$ cat src/rtl/byte_uart_pkg.sv
package byte_uart_pkg;

    localparam int unsigned WORD_W   = 32;
    localparam int unsigned OVS      = 16;
    localparam int unsigned FRAME_MX = 11;

    localparam logic [3:0] OFF_RXD  = 4'h0;
    localparam logic [3:0] OFF_TXD  = 4'h4;
    localparam logic [3:0] OFF_STAT = 4'h8;
    localparam logic [3:0] OFF_DIV  = 4'h0;

    typedef struct packed {
        logic [7:0] data;
        logic       frame_err;
        logic       par_err;
    } rx_result_t;

    typedef enum logic [2:0] {
        RX_IDLE, RX_START, RX_BITS, RX_PAR, RX_STOP, RX_BREAK
    } rx_state_t;

    function automatic logic parity_of(input logic [7:0] d, input logic odd);
        return (^d) ^ odd;
    endfunction

    function automatic logic [WORD_W-1:0] pack_status(
        input logic valid, input logic busy, input logic ovr,
        input logic ferr, input logic perr);
        logic [WORD_W-1:0] s;
        s    = '0;
        s[0] = valid;
        s[3] = busy;
        s[5] = ovr;
        s[6] = ferr;
        s[7] = perr;
        return s;
    endfunction

endpackage

$ cat src/rtl/byte_uart_baud.sv
module byte_uart_baud #(
    parameter int unsigned DIV_W = 16
) (
    input  logic             clk,
    input  logic             rst,
    input  logic [DIV_W-1:0] divisor,
    output logic             tick
);
    logic [DIV_W-1:0] cnt;

    always_ff @(posedge clk) begin
        if (rst) begin
            cnt  <= '0;
            tick <= 1'b0;
        end else if (cnt >= divisor) begin
            cnt  <= '0;
            tick <= 1'b1;
        end else begin
            cnt  <= cnt + 1'b1;
            tick <= 1'b0;
        end
    end

    // a nonzero steady divisor spaces ticks at least two clocks apart
    p_tick_gap_r10: assert property (@(posedge clk) disable iff (rst)
        (tick && divisor != '0 && $stable(divisor)) |=> !tick);

endmodule

$ cat src/rtl/byte_uart_tx.sv
module byte_uart_tx
    import byte_uart_pkg::*;
#(
    parameter bit PARITY_EN  = 1'b1,
    parameter bit PARITY_ODD = 1'b0
) (
    input  logic       clk,
    input  logic       rst,
    input  logic       tick,
    input  logic       start,
    input  logic [7:0] data,
    output logic       line,
    output logic       busy
);
    localparam int unsigned FRAME_BITS = 10 + (PARITY_EN ? 1 : 0);

    logic [FRAME_MX-1:0] shreg;
    logic [3:0]          remaining;
    logic [3:0]          sub;
    logic                extra;

    assign extra = PARITY_EN ? parity_of(data, PARITY_ODD) : 1'b1;
    assign line  = busy ? shreg[0] : 1'b1;

    always_ff @(posedge clk) begin
        if (rst) begin
            shreg     <= '1;
            remaining <= '0;
            sub       <= '0;
            busy      <= 1'b0;
        end else if (start && !busy) begin
            shreg     <= {1'b1, extra, data, 1'b0};
            remaining <= 4'(FRAME_BITS - 1);
            sub       <= '0;
            busy      <= 1'b1;
        end else if (busy && tick) begin
            if (sub == 4'(OVS - 1)) begin
                sub <= '0;
                if (remaining == '0) begin
                    busy <= 1'b0;
                end else begin
                    shreg     <= {1'b1, shreg[FRAME_MX-1:1]};
                    remaining <= remaining - 1'b1;
                end
            end else begin
                sub <= sub + 1'b1;
            end
        end
    end

    // busy can only drop on an oversampling tick
    p_busy_hold_r7: assert property (@(posedge clk) disable iff (rst)
        (busy && !tick) |=> busy);

endmodule

$ cat src/rtl/byte_uart_rx.sv
module byte_uart_rx
    import byte_uart_pkg::*;
#(
    parameter bit PARITY_EN  = 1'b1,
    parameter bit PARITY_ODD = 1'b0
) (
    input  logic       clk,
    input  logic       rst,
    input  logic       tick,
    input  logic       line_in,
    output logic       done,
    output rx_result_t res
);
    logic [1:0] sync;
    logic       rxs;
    rx_state_t  state;
    logic [3:0] sub;
    logic [2:0] bitn;
    logic [7:0] shreg;
    logic       par_s;

    assign rxs = sync[1];

    always_ff @(posedge clk) begin
        if (rst) begin
            sync  <= 2'b11;
            state <= RX_IDLE;
            sub   <= '0;
            bitn  <= '0;
            shreg <= '0;
            par_s <= 1'b0;
            done  <= 1'b0;
            res   <= '0;
        end else begin
            sync <= {sync[0], line_in};
            done <= 1'b0;
            unique case (state)
                RX_IDLE: begin
                    sub <= '0;
                    if (!rxs) state <= RX_START;
                end
                RX_START: if (tick) begin
                    if (sub == 4'(OVS / 2 - 1)) begin
                        sub   <= '0;
                        bitn  <= '0;
                        state <= rxs ? RX_IDLE : RX_BITS;
                    end else begin
                        sub <= sub + 1'b1;
                    end
                end
                RX_BITS: if (tick) begin
                    if (sub == 4'(OVS - 1)) begin
                        sub   <= '0;
                        shreg <= {rxs, shreg[7:1]};
                        bitn  <= bitn + 1'b1;
                        if (bitn == 3'd7) state <= PARITY_EN ? RX_PAR : RX_STOP;
                    end else begin
                        sub <= sub + 1'b1;
                    end
                end
                RX_PAR: if (tick) begin
                    if (sub == 4'(OVS - 1)) begin
                        sub   <= '0;
                        par_s <= rxs;
                        state <= RX_STOP;
                    end else begin
                        sub <= sub + 1'b1;
                    end
                end
                RX_STOP: if (tick) begin
                    if (sub == 4'(OVS - 1)) begin
                        sub           <= '0;
                        done          <= 1'b1;
                        res.data      <= shreg;
                        res.frame_err <= !rxs;
                        res.par_err   <= PARITY_EN &&
                                         (parity_of(shreg, PARITY_ODD) != par_s);
                        state         <= rxs ? RX_IDLE : RX_BREAK;
                    end else begin
                        sub <= sub + 1'b1;
                    end
                end
                RX_BREAK: if (rxs) state <= RX_IDLE;
                default: state <= RX_IDLE;
            endcase
        end
    end

    // one completed character gives a single-cycle completion strobe
    p_done_single_r2: assert property (@(posedge clk) disable iff (rst)
        done |=> !done);

endmodule

$ cat src/rtl/byte_uart.sv
module byte_uart
    import byte_uart_pkg::*;
#(
    parameter bit          RX_EN       = 1'b1,
    parameter bit          TX_EN       = 1'b1,
    parameter bit          RX_IRQ_EN   = 1'b1,
    parameter bit          TX_IRQ_EN   = 1'b1,
    parameter bit          ERR_IRQ_EN  = 1'b1,
    parameter bit          PARITY_EN   = 1'b1,
    parameter bit          PARITY_ODD  = 1'b0,
    parameter int unsigned DIV_W       = 16
) (
    input  logic        clk,
    input  logic        rst,
    input  logic        bus_req,
    input  logic        bus_win,
    input  logic        bus_we,
    input  logic [3:0]  bus_addr,
    input  logic [31:0] bus_wdata,
    output logic [31:0] bus_rdata,
    input  logic        serial_in,
    output logic        serial_out,
    output logic        irq_err,
    output logic        irq_tx,
    output logic        irq_rx
);
    logic [DIV_W-1:0] divisor;
    logic             tick;
    logic             rx_valid, ovr, ferr, perr;
    logic [7:0]       rx_data;
    logic             rx_done;
    rx_result_t       rx_res;
    logic             tx_busy, tx_start;
    logic             rd_data, rd_stat, wr_tx, wr_div, rd_div;
    logic             valid_eff;
    logic             unused_wbits;

    assign unused_wbits = ^bus_wdata[31:DIV_W];

    assign rd_data  = bus_req && !bus_we && !bus_win && bus_addr == OFF_RXD;
    assign rd_stat  = bus_req && !bus_we && !bus_win && bus_addr == OFF_STAT;
    assign rd_div   = bus_req && !bus_we &&  bus_win && bus_addr == OFF_DIV;
    assign wr_tx    = bus_req &&  bus_we && !bus_win && bus_addr == OFF_TXD;
    assign wr_div   = bus_req &&  bus_we &&  bus_win && bus_addr == OFF_DIV;
    assign tx_start = TX_EN && wr_tx && !tx_busy;
    assign valid_eff = rx_valid && !rd_data;

    always_comb begin
        bus_rdata = '0;
        if (rd_div)  bus_rdata = WORD_W'(divisor);
        if (rd_data) bus_rdata = WORD_W'(rx_data);
        if (rd_stat) bus_rdata = pack_status(rx_valid, tx_busy, ovr, ferr, perr);
    end

    byte_uart_baud #(.DIV_W(DIV_W)) u_baud (
        .clk(clk), .rst(rst), .divisor(divisor), .tick(tick)
    );

    generate
        if (RX_EN) begin : g_rx
            byte_uart_rx #(.PARITY_EN(PARITY_EN), .PARITY_ODD(PARITY_ODD)) u_rx (
                .clk(clk), .rst(rst), .tick(tick), .line_in(serial_in),
                .done(rx_done), .res(rx_res)
            );
        end else begin : g_no_rx
            logic unused_rx_line;
            assign unused_rx_line = serial_in;
            assign rx_done = 1'b0;
            assign rx_res  = '0;
        end

        if (TX_EN) begin : g_tx
            byte_uart_tx #(.PARITY_EN(PARITY_EN), .PARITY_ODD(PARITY_ODD)) u_tx (
                .clk(clk), .rst(rst), .tick(tick), .start(tx_start),
                .data(bus_wdata[7:0]), .line(serial_out), .busy(tx_busy)
            );
        end else begin : g_no_tx
            assign serial_out = 1'b1;
            assign tx_busy    = 1'b0;
        end
    endgenerate

    always_ff @(posedge clk) begin
        if (rst) begin
            divisor  <= '0;
            rx_valid <= 1'b0;
            ovr      <= 1'b0;
            ferr     <= 1'b0;
            perr     <= 1'b0;
            rx_data  <= '0;
            irq_err  <= 1'b0;
            irq_tx   <= 1'b0;
            irq_rx   <= 1'b0;
        end else begin
            irq_err <= 1'b0;
            irq_rx  <= 1'b0;
            irq_tx  <= TX_IRQ_EN && tx_start;
            if (wr_div) divisor <= bus_wdata[DIV_W-1:0];
            if (rd_data) begin
                rx_valid <= 1'b0;
                ovr      <= 1'b0;
                ferr     <= 1'b0;
                perr     <= 1'b0;
            end
            if (rd_stat) ovr <= 1'b0;
            if (rx_done) begin
                if (valid_eff) begin
                    ovr     <= 1'b1;
                    irq_err <= ERR_IRQ_EN;
                end else begin
                    rx_data  <= rx_res.data;
                    rx_valid <= 1'b1;
                    ferr     <= rx_res.frame_err;
                    perr     <= rx_res.par_err;
                    irq_rx   <= RX_IRQ_EN;
                    irq_err  <= ERR_IRQ_EN && (rx_res.frame_err || rx_res.par_err);
                end
            end
        end
    end

    // receive pulse lasts one cycle
    p_rx_pulse_single_r2: assert property (@(posedge clk) disable iff (rst)
        irq_rx |=> !irq_rx);

    // a dropped byte leaves the held data untouched and flags overrun
    p_ovr_hold_r3: assert property (@(posedge clk) disable iff (rst)
        (rx_done && rx_valid && !rd_data) |=> (ovr && rx_data == $past(rx_data)));

    // a data read with no arrival in the same cycle clears all flags
    p_rd_clear_r4: assert property (@(posedge clk) disable iff (rst)
        (rd_data && !rx_done) |=> (!rx_valid && !ovr && !ferr && !perr));

    // a status read clears overrun but keeps byte-waiting
    p_stat_clear_r5: assert property (@(posedge clk) disable iff (rst)
        (rd_stat && !rx_done) |=> (!ovr && rx_valid == $past(rx_valid)));

    // a transmit write made while busy raises no transmit pulse
    p_tx_ignored_r7: assert property (@(posedge clk) disable iff (rst)
        (wr_tx && tx_busy) |=> !irq_tx);

endmodule

$ cat config.mk
export PLATFORM = sky130hd
export DESIGN_NAME = byte_uart
export DESIGN_NICKNAME = d
export VERILOG_FILES = /design/src/rtl/byte_uart_pkg.sv /design/src/rtl/byte_uart_baud.sv /design/src/rtl/byte_uart_tx.sv /design/src/rtl/byte_uart_rx.sv /design/src/rtl/byte_uart.sv
export SDC_FILE = /design/constraint.sdc
export NUM_CORES = 1
export LEC_CHECK = 0
export BUFFER_PORTS_ARGS = -buffer_cell sky130_fd_sc_hd__buf_2
export CAP_MARGIN = 20
export CORE_UTILIZATION = 48
export DETAILED_ROUTE_END_ITERATION = 8
export PLACE_DENSITY = 0.69
export RECOVER_POWER = 100
export SLEW_MARGIN = 20
export SYNTH_ARGS = -nofsm -noshare
export SYNTH_HDL_FRONTEND = slang
export SYNTH_SLANG_ARGS = --single-unit
$ cat constraint.sdc
create_clock -name clk -period 2.05 [get_ports clk]
set_input_delay 0.1025 -clock clk [delete_from_list [all_inputs] [get_ports clk]]
set_output_delay 0.1025 -clock clk [all_outputs]
set_load 0.03 [all_outputs]
Word-level counts from Yosys, hierarchy flattened:

Cells that the tools add are included.

* $add $sub $neg: 5
* $mul: 0
* divide/modulo/power cells: 0
* order comparisons: 1
* equality and inequality tests: 25
* shift operators: 0
* muxes and demuxes: 58
* bitwise gates (word level): 5
* reductions and logical operators: 46

Operator list (number)
* $mux 16: 3
* $mux 3: 16
* $mux 10: 4
* $mux 4: 9
* $mux 1: 22
* $reduce_and 3->1: 7
* $pmux 3 s6: 1
* $add 16x1->16 const B: 1
* $ge 16x16->1: 1
* $ne 2x1->1 const B: 8
* $reduce_xor 8->1: 2
* $logic_and 1x1->1: 15
* $eq 4x4->1 const B: 3
* $pmux 4 s3: 1
* $reduce_and 11->1: 1
* $ne 2x2->1 const B: 5
* $eq 3x3->1 const B: 3
* $add 4x1->4 const B: 2
* $eq 4x3->1 const B: 2
* $logic_not 4->1: 2
* $reduce_bool 2->1: 4
* $eq 3x2->1 const B: 2
* $pmux 3 s2: 1
* $reduce_or 2->1: 3
* other kinds (13): 22

* flip-flop bits (word level): 99
* latch bits: 0
* RAM bits: 0
* ROM bits: 0
* memories: 0

Logic depth before layout (Yosys ltp):

* depth in word-level cells: 8
* depth in mapped cells: 8
* depth with buffers taken out: 7

Modules after synthesis:

From an unflattened synthesis, not the netlist that was laid out.

* cell total of the unflattened synthesis: 601
* area total of the unflattened synthesis: 5482.8 µm²

Modules (own cells, without submodules)
* byte_uart: instances 1, cells each 190, area an instance 1786.7 µm², sequential area each 620.6 µm²
* byte_uart_rx: instances 1, cells each 181, area an instance 1561.5 µm², sequential area each 640.6 µm²
* byte_uart_baud: instances 1, cells each 130, area an instance 1209.9 µm², sequential area each 340.3 µm²
* byte_uart_tx: instances 1, cells each 100, area an instance 924.6 µm², sequential area each 380.4 µm²

Least setup slack after synthesis:

OpenSTA, ideal clock, no wires.

* path type: flip-flop to flip-flop
* from: register divisor[1]
* to: register u_baud.cnt[9]
* arrival: 1768 ps
* slack: 218 ps
* cell stages (with the launch flop): 9
* buffers on the path: 1
* clock period less this slack: 1832 ps
* path through: dfxtp_1 inv_1 ha_1 nor2b_1 o211a_1 o311ai_1 nand4_1 buf_2 nor2_1

* cells in the longest elaborated chain, start to end: 2

Ends and longest elaborated chain
* start, declared: line byte_uart.sv:27 `logic [DIV_W-1:0] divisor;`
* start signal, assigned: line byte_uart.sv:98 `if (wr_div) divisor <= bus_wdata[DIV_W-1:0];`
* $ge 16x16->1: line byte_uart_baud.sv:15 `end else if (cnt >= divisor) begin`
* $reduce_or 2->1 (no line)
* end signal, assigned: line byte_uart_baud.sv:19 `cnt <= cnt + 1'b1;`
* end, declared: line byte_uart_baud.sv:9 `logic [DIV_W-1:0] cnt;`

Every way passes these cells.
A chain may end at the register's enable or synchronous reset.

Worst setup path in the final report:

* from: register g_tx.u_tx.remaining[0]
* to: register g_tx.u_tx.remaining[3]

* cells in the longest elaborated chain, start to end: 5

Ends and longest elaborated chain
* start, declared: line byte_uart_tx.sv:18 `logic [3:0] remaining;`
* start signal, assigned: line byte_uart_tx.sv:33 `remaining <= 4'(FRAME_BITS - 1);`
* start signal, assigned: line byte_uart_tx.sv:43 `remaining <= remaining - 1'b1;`
* $sub 4x1->4: line byte_uart_tx.sv:43
* $mux 4: line byte_uart_tx.sv:39 `if (remaining == '0) begin`
* $mux 4: line byte_uart_tx.sv:37 `if (sub == 4'(OVS - 1)) begin`
* $mux 4: line byte_uart_tx.sv:36 `end else if (busy && tick) begin`
* $mux 4: line byte_uart_tx.sv:31 `end else if (start && !busy) begin`

Parallel ways exist; a longest one is shown, timed or not. The select of a mux whose other input is x is not followed.

==> flow_metrics.env <==
export IMPL_status="finished clean"
export IMPL_grt_use_met2=0.310
export IMPL_slew_headroom=0.454
export IMPL_gr_usage_met3=0.0288
export IMPL_io_buffers=45
export IMPL_post_cts_buffers=0
export IMPL_irDropWorstVdd_mv=0.434
export IMPL_num_io_pins=78
export IMPL_tightestPinTransition_ns=0.819
export IMPL_diodes=0
export IMPL_cts_sinks=99
export IMPL_timing_hold_ws_ns=0.0309
export IMPL_fin_nets=706
export IMPL_grt_usage=0.201
export IMPL_fin_crit_ns=1.95
export IMPL_clkTransAtPathRegs_ns=0.10
export IMPL_clk_path_buf_depth=2
export IMPL_cts_root_buffer="clkbuf_8"
export IMPL_drt_iter0_drc=196
export IMPL_antenna_left=0
export IMPL_syn_to_final_growth_pct=11.9
export IMPL_min_path_type="input port to flop"
export IMPL_cts_htree_levels=3
export IMPL_antenna_found_initial=0
export IMPL_multi_input_area_sq_mm=0.00274
export IMPL_drv_cap=0
export IMPL_synth_avg_cell_area_sq_um=8.44
export IMPL_start_kind="flop"
export IMPL_clkLatencyLatePin_ns=0.37
export IMPL_grt_setup_unrepaired="false"
export IMPL_crit_fanout=13
export IMPL_yosysSeqAreaShare=0.396
export IMPL_cts_tree="built"
export IMPL_critPathKind="flop to flop"
export IMPL_total_leakage_power_uw=0.00222
export IMPL_drv_slew=0
export IMPL_final_common_cell="dfxtp_1"
export IMPL_ys_warn_count=0
export IMPL_grt_met1_usage=0.282
export IMPL_fmax_mhz=512
export IMPL_die_x_um=104
export IMPL_ys_dominant_reg_cell="dfxtp_1"
export IMPL_ff_latch_area_sq_mm=0.00198
export IMPL_finalCritPeriodShare=0.952
export IMPL_cp_required_ns=2.30
export IMPL_wl_mm=10.4
export IMPL_rows=36
export IMPL_grt_pass1_wl_mm=17.8
export IMPL_busiest_layer="met2"
export IMPL_drc_errors=0
export IMPL_place_gp_congestion=0.849
export IMPL_ys_types=58
export IMPL_ys_seq_elements=99
export IMPL_power_density_mw_per_mm2=652
export IMPL_core_area_sq_mm=0.00995
export IMPL_skew_ns=0.00827
export IMPL_layout_common_cells="dfxtp_1 (99), nor2_1 (85), nand2_1 (65)"
export IMPL_drtPass1Iterations=5
export IMPL_hold_viol=0
export IMPL_synthCells=593
export IMPL_place_hpwl_mm=7.57
export IMPL_grt_pass1_vias=3852
export IMPL_num_vias=4157
export IMPL_finalSetupViolations=0
export IMPL_synth_edff_count=0
export IMPL_numCtsBuffers=9
export IMPL_end_kind="flop"
export IMPL_grt_max_degree=46
export IMPL_n_fill_cell=936
export IMPL_grt_overflow_total=0
export IMPL_start_util=0.503
export IMPL_vias_per_cell=5.34
export IMPL_finalSetupTns_ns=0
export IMPL_die_y_um=104
export IMPL_netlist_area_sq_mm=0.00500
export IMPL_post_drt_wl_per_cell_um=13.4
export IMPL_crit_arrival_ns=2.20
export IMPL_async_reset_ff_frac=0
export IMPL_layout_drive_gt1_share=0.111
export IMPL_die_area_sq_mm=0.0108
## sequential cells by signal, summed over array words and instances (netlist names), 2 cells and up
signal               count
g_rx.u_rx.bitn           3
g_tx.u_tx.shreg         10
divisor                 16
g_rx.u_rx.state          3
g_tx.u_tx.remaining      4
rx_data                  8
g_rx.u_rx.sub            4
u_baud.cnt              16
g_rx.u_rx.sync           2
g_rx.u_rx.shreg          8
g_tx.u_tx.sub            4
g_rx.u_rx.res           10
## kinds of logic (layout without fill, tap and decap cells)
family                   Yosys count  after routing  share of synthesized area
AO/OA/AOI/OAI                     92             92                      0.108
multiplexers                      38             38                     0.0763
buffers and inverters             69            107                     0.0702
adder cells (fa/ha/maj)           24             24                     0.0595
XOR/XNOR                          33             33                     0.0605
other                              1             16                   0.000749
AND/OR/NAND/NOR                  237            237                      0.229
flip-flops                        99             99                      0.396
## final cells by class
cell class	instances	share of cell area
Multi-Input combinational cell	440	0.489
Inverter	23	0.0154
Clock buffer	10	0.0246
Tap cell	133	0.0297
Timing Repair Buffer	68	0.0702
Sequential cell	99	0.354
Clock inverter	6	0.0168
## repair_timing
item	4_1_cts	5_1_grt
endpoints found under the hold margin	9	0
endpoints found under the setup margin	0	17
hold buffers	9	0
gates resized for setup	0	2
## synth_stat cells, drive strengths merged (8+ instances only)
cell type	count	area share
a21oi	53	0.053
buf	29	0.040
clkbuf	17	0.013
dfxtp	99	0.40
ha	23	0.058
inv	23	0.017
mux2i	37	0.074
nand2	66	0.050
nand3	15	0.015
nor2	86	0.065
nor2b	8	0.010
nor3	8	0.010
nor4	10	0.015
o21ai	11	0.011
or2	12	0.015
xnor2	22	0.038
xor2	10	0.017
## stage by stage
step	area (sq um)	power [uW]	std cells	setup slack (ns)	utilization
2_1_floorplan	5060	2190	608	0.218	-
3_3_place_gp	5310	2230	754	0.176	0.533
3_5_place_dp	5310	2230	754	0.121	0.533
4_1_cts	5630	3670	779	0.0966	0.565
5_1_grt	5600	3780	779	0.0176	0.562
6_report	5600	3650	779	0.0974	0.562
## report_power, final
| part | internal, uW | switching (uW) |
|---|---|---|
| sequential | 1930 | 21.1 |
| clock | 732 | 712 |
| combinational | 92.0 | 160 |
| total | 2760 | 893 |
## worst max-delay path: stages (launching register included)
cell	delay, ns
dfxtp_1	0.39
inv_1	0.11
ha_1	0.23
a211o_1	0.49
clkbuf_1	0.23
nor4_4	0.15
xnor2_1	0.14
a21oi_1	0.08
## metal layers
metal / up-vias / wire [um]
li1: 2080 / -
met1: 1947 / 5190
met2: 120 / 4580
met3: 10 / 524
met4: 0 / 131
met5: - / 0
## path summary, 6_finish.rpt
| kind | startpoint | to | slack [ns] | depth (start not counted) |
|---|---|---|---|---|
| worst max-delay path | g_tx.u_tx.remaining[0] | g_tx.u_tx.remaining[3] | 0.1 | 7 |
| worst min-delay path | bus_wdata[6] | divisor[6] | 0.03 | 3 |
| worst max register to register | g_tx.u_tx.remaining[0] | g_tx.u_tx.remaining[3] | 0.1 | 7 |
| worst min register to register | g_rx.u_rx.sync[0] | g_rx.u_rx.sync[1] | 0.43 | 1 |
Power figures use the tool's default switching activity.
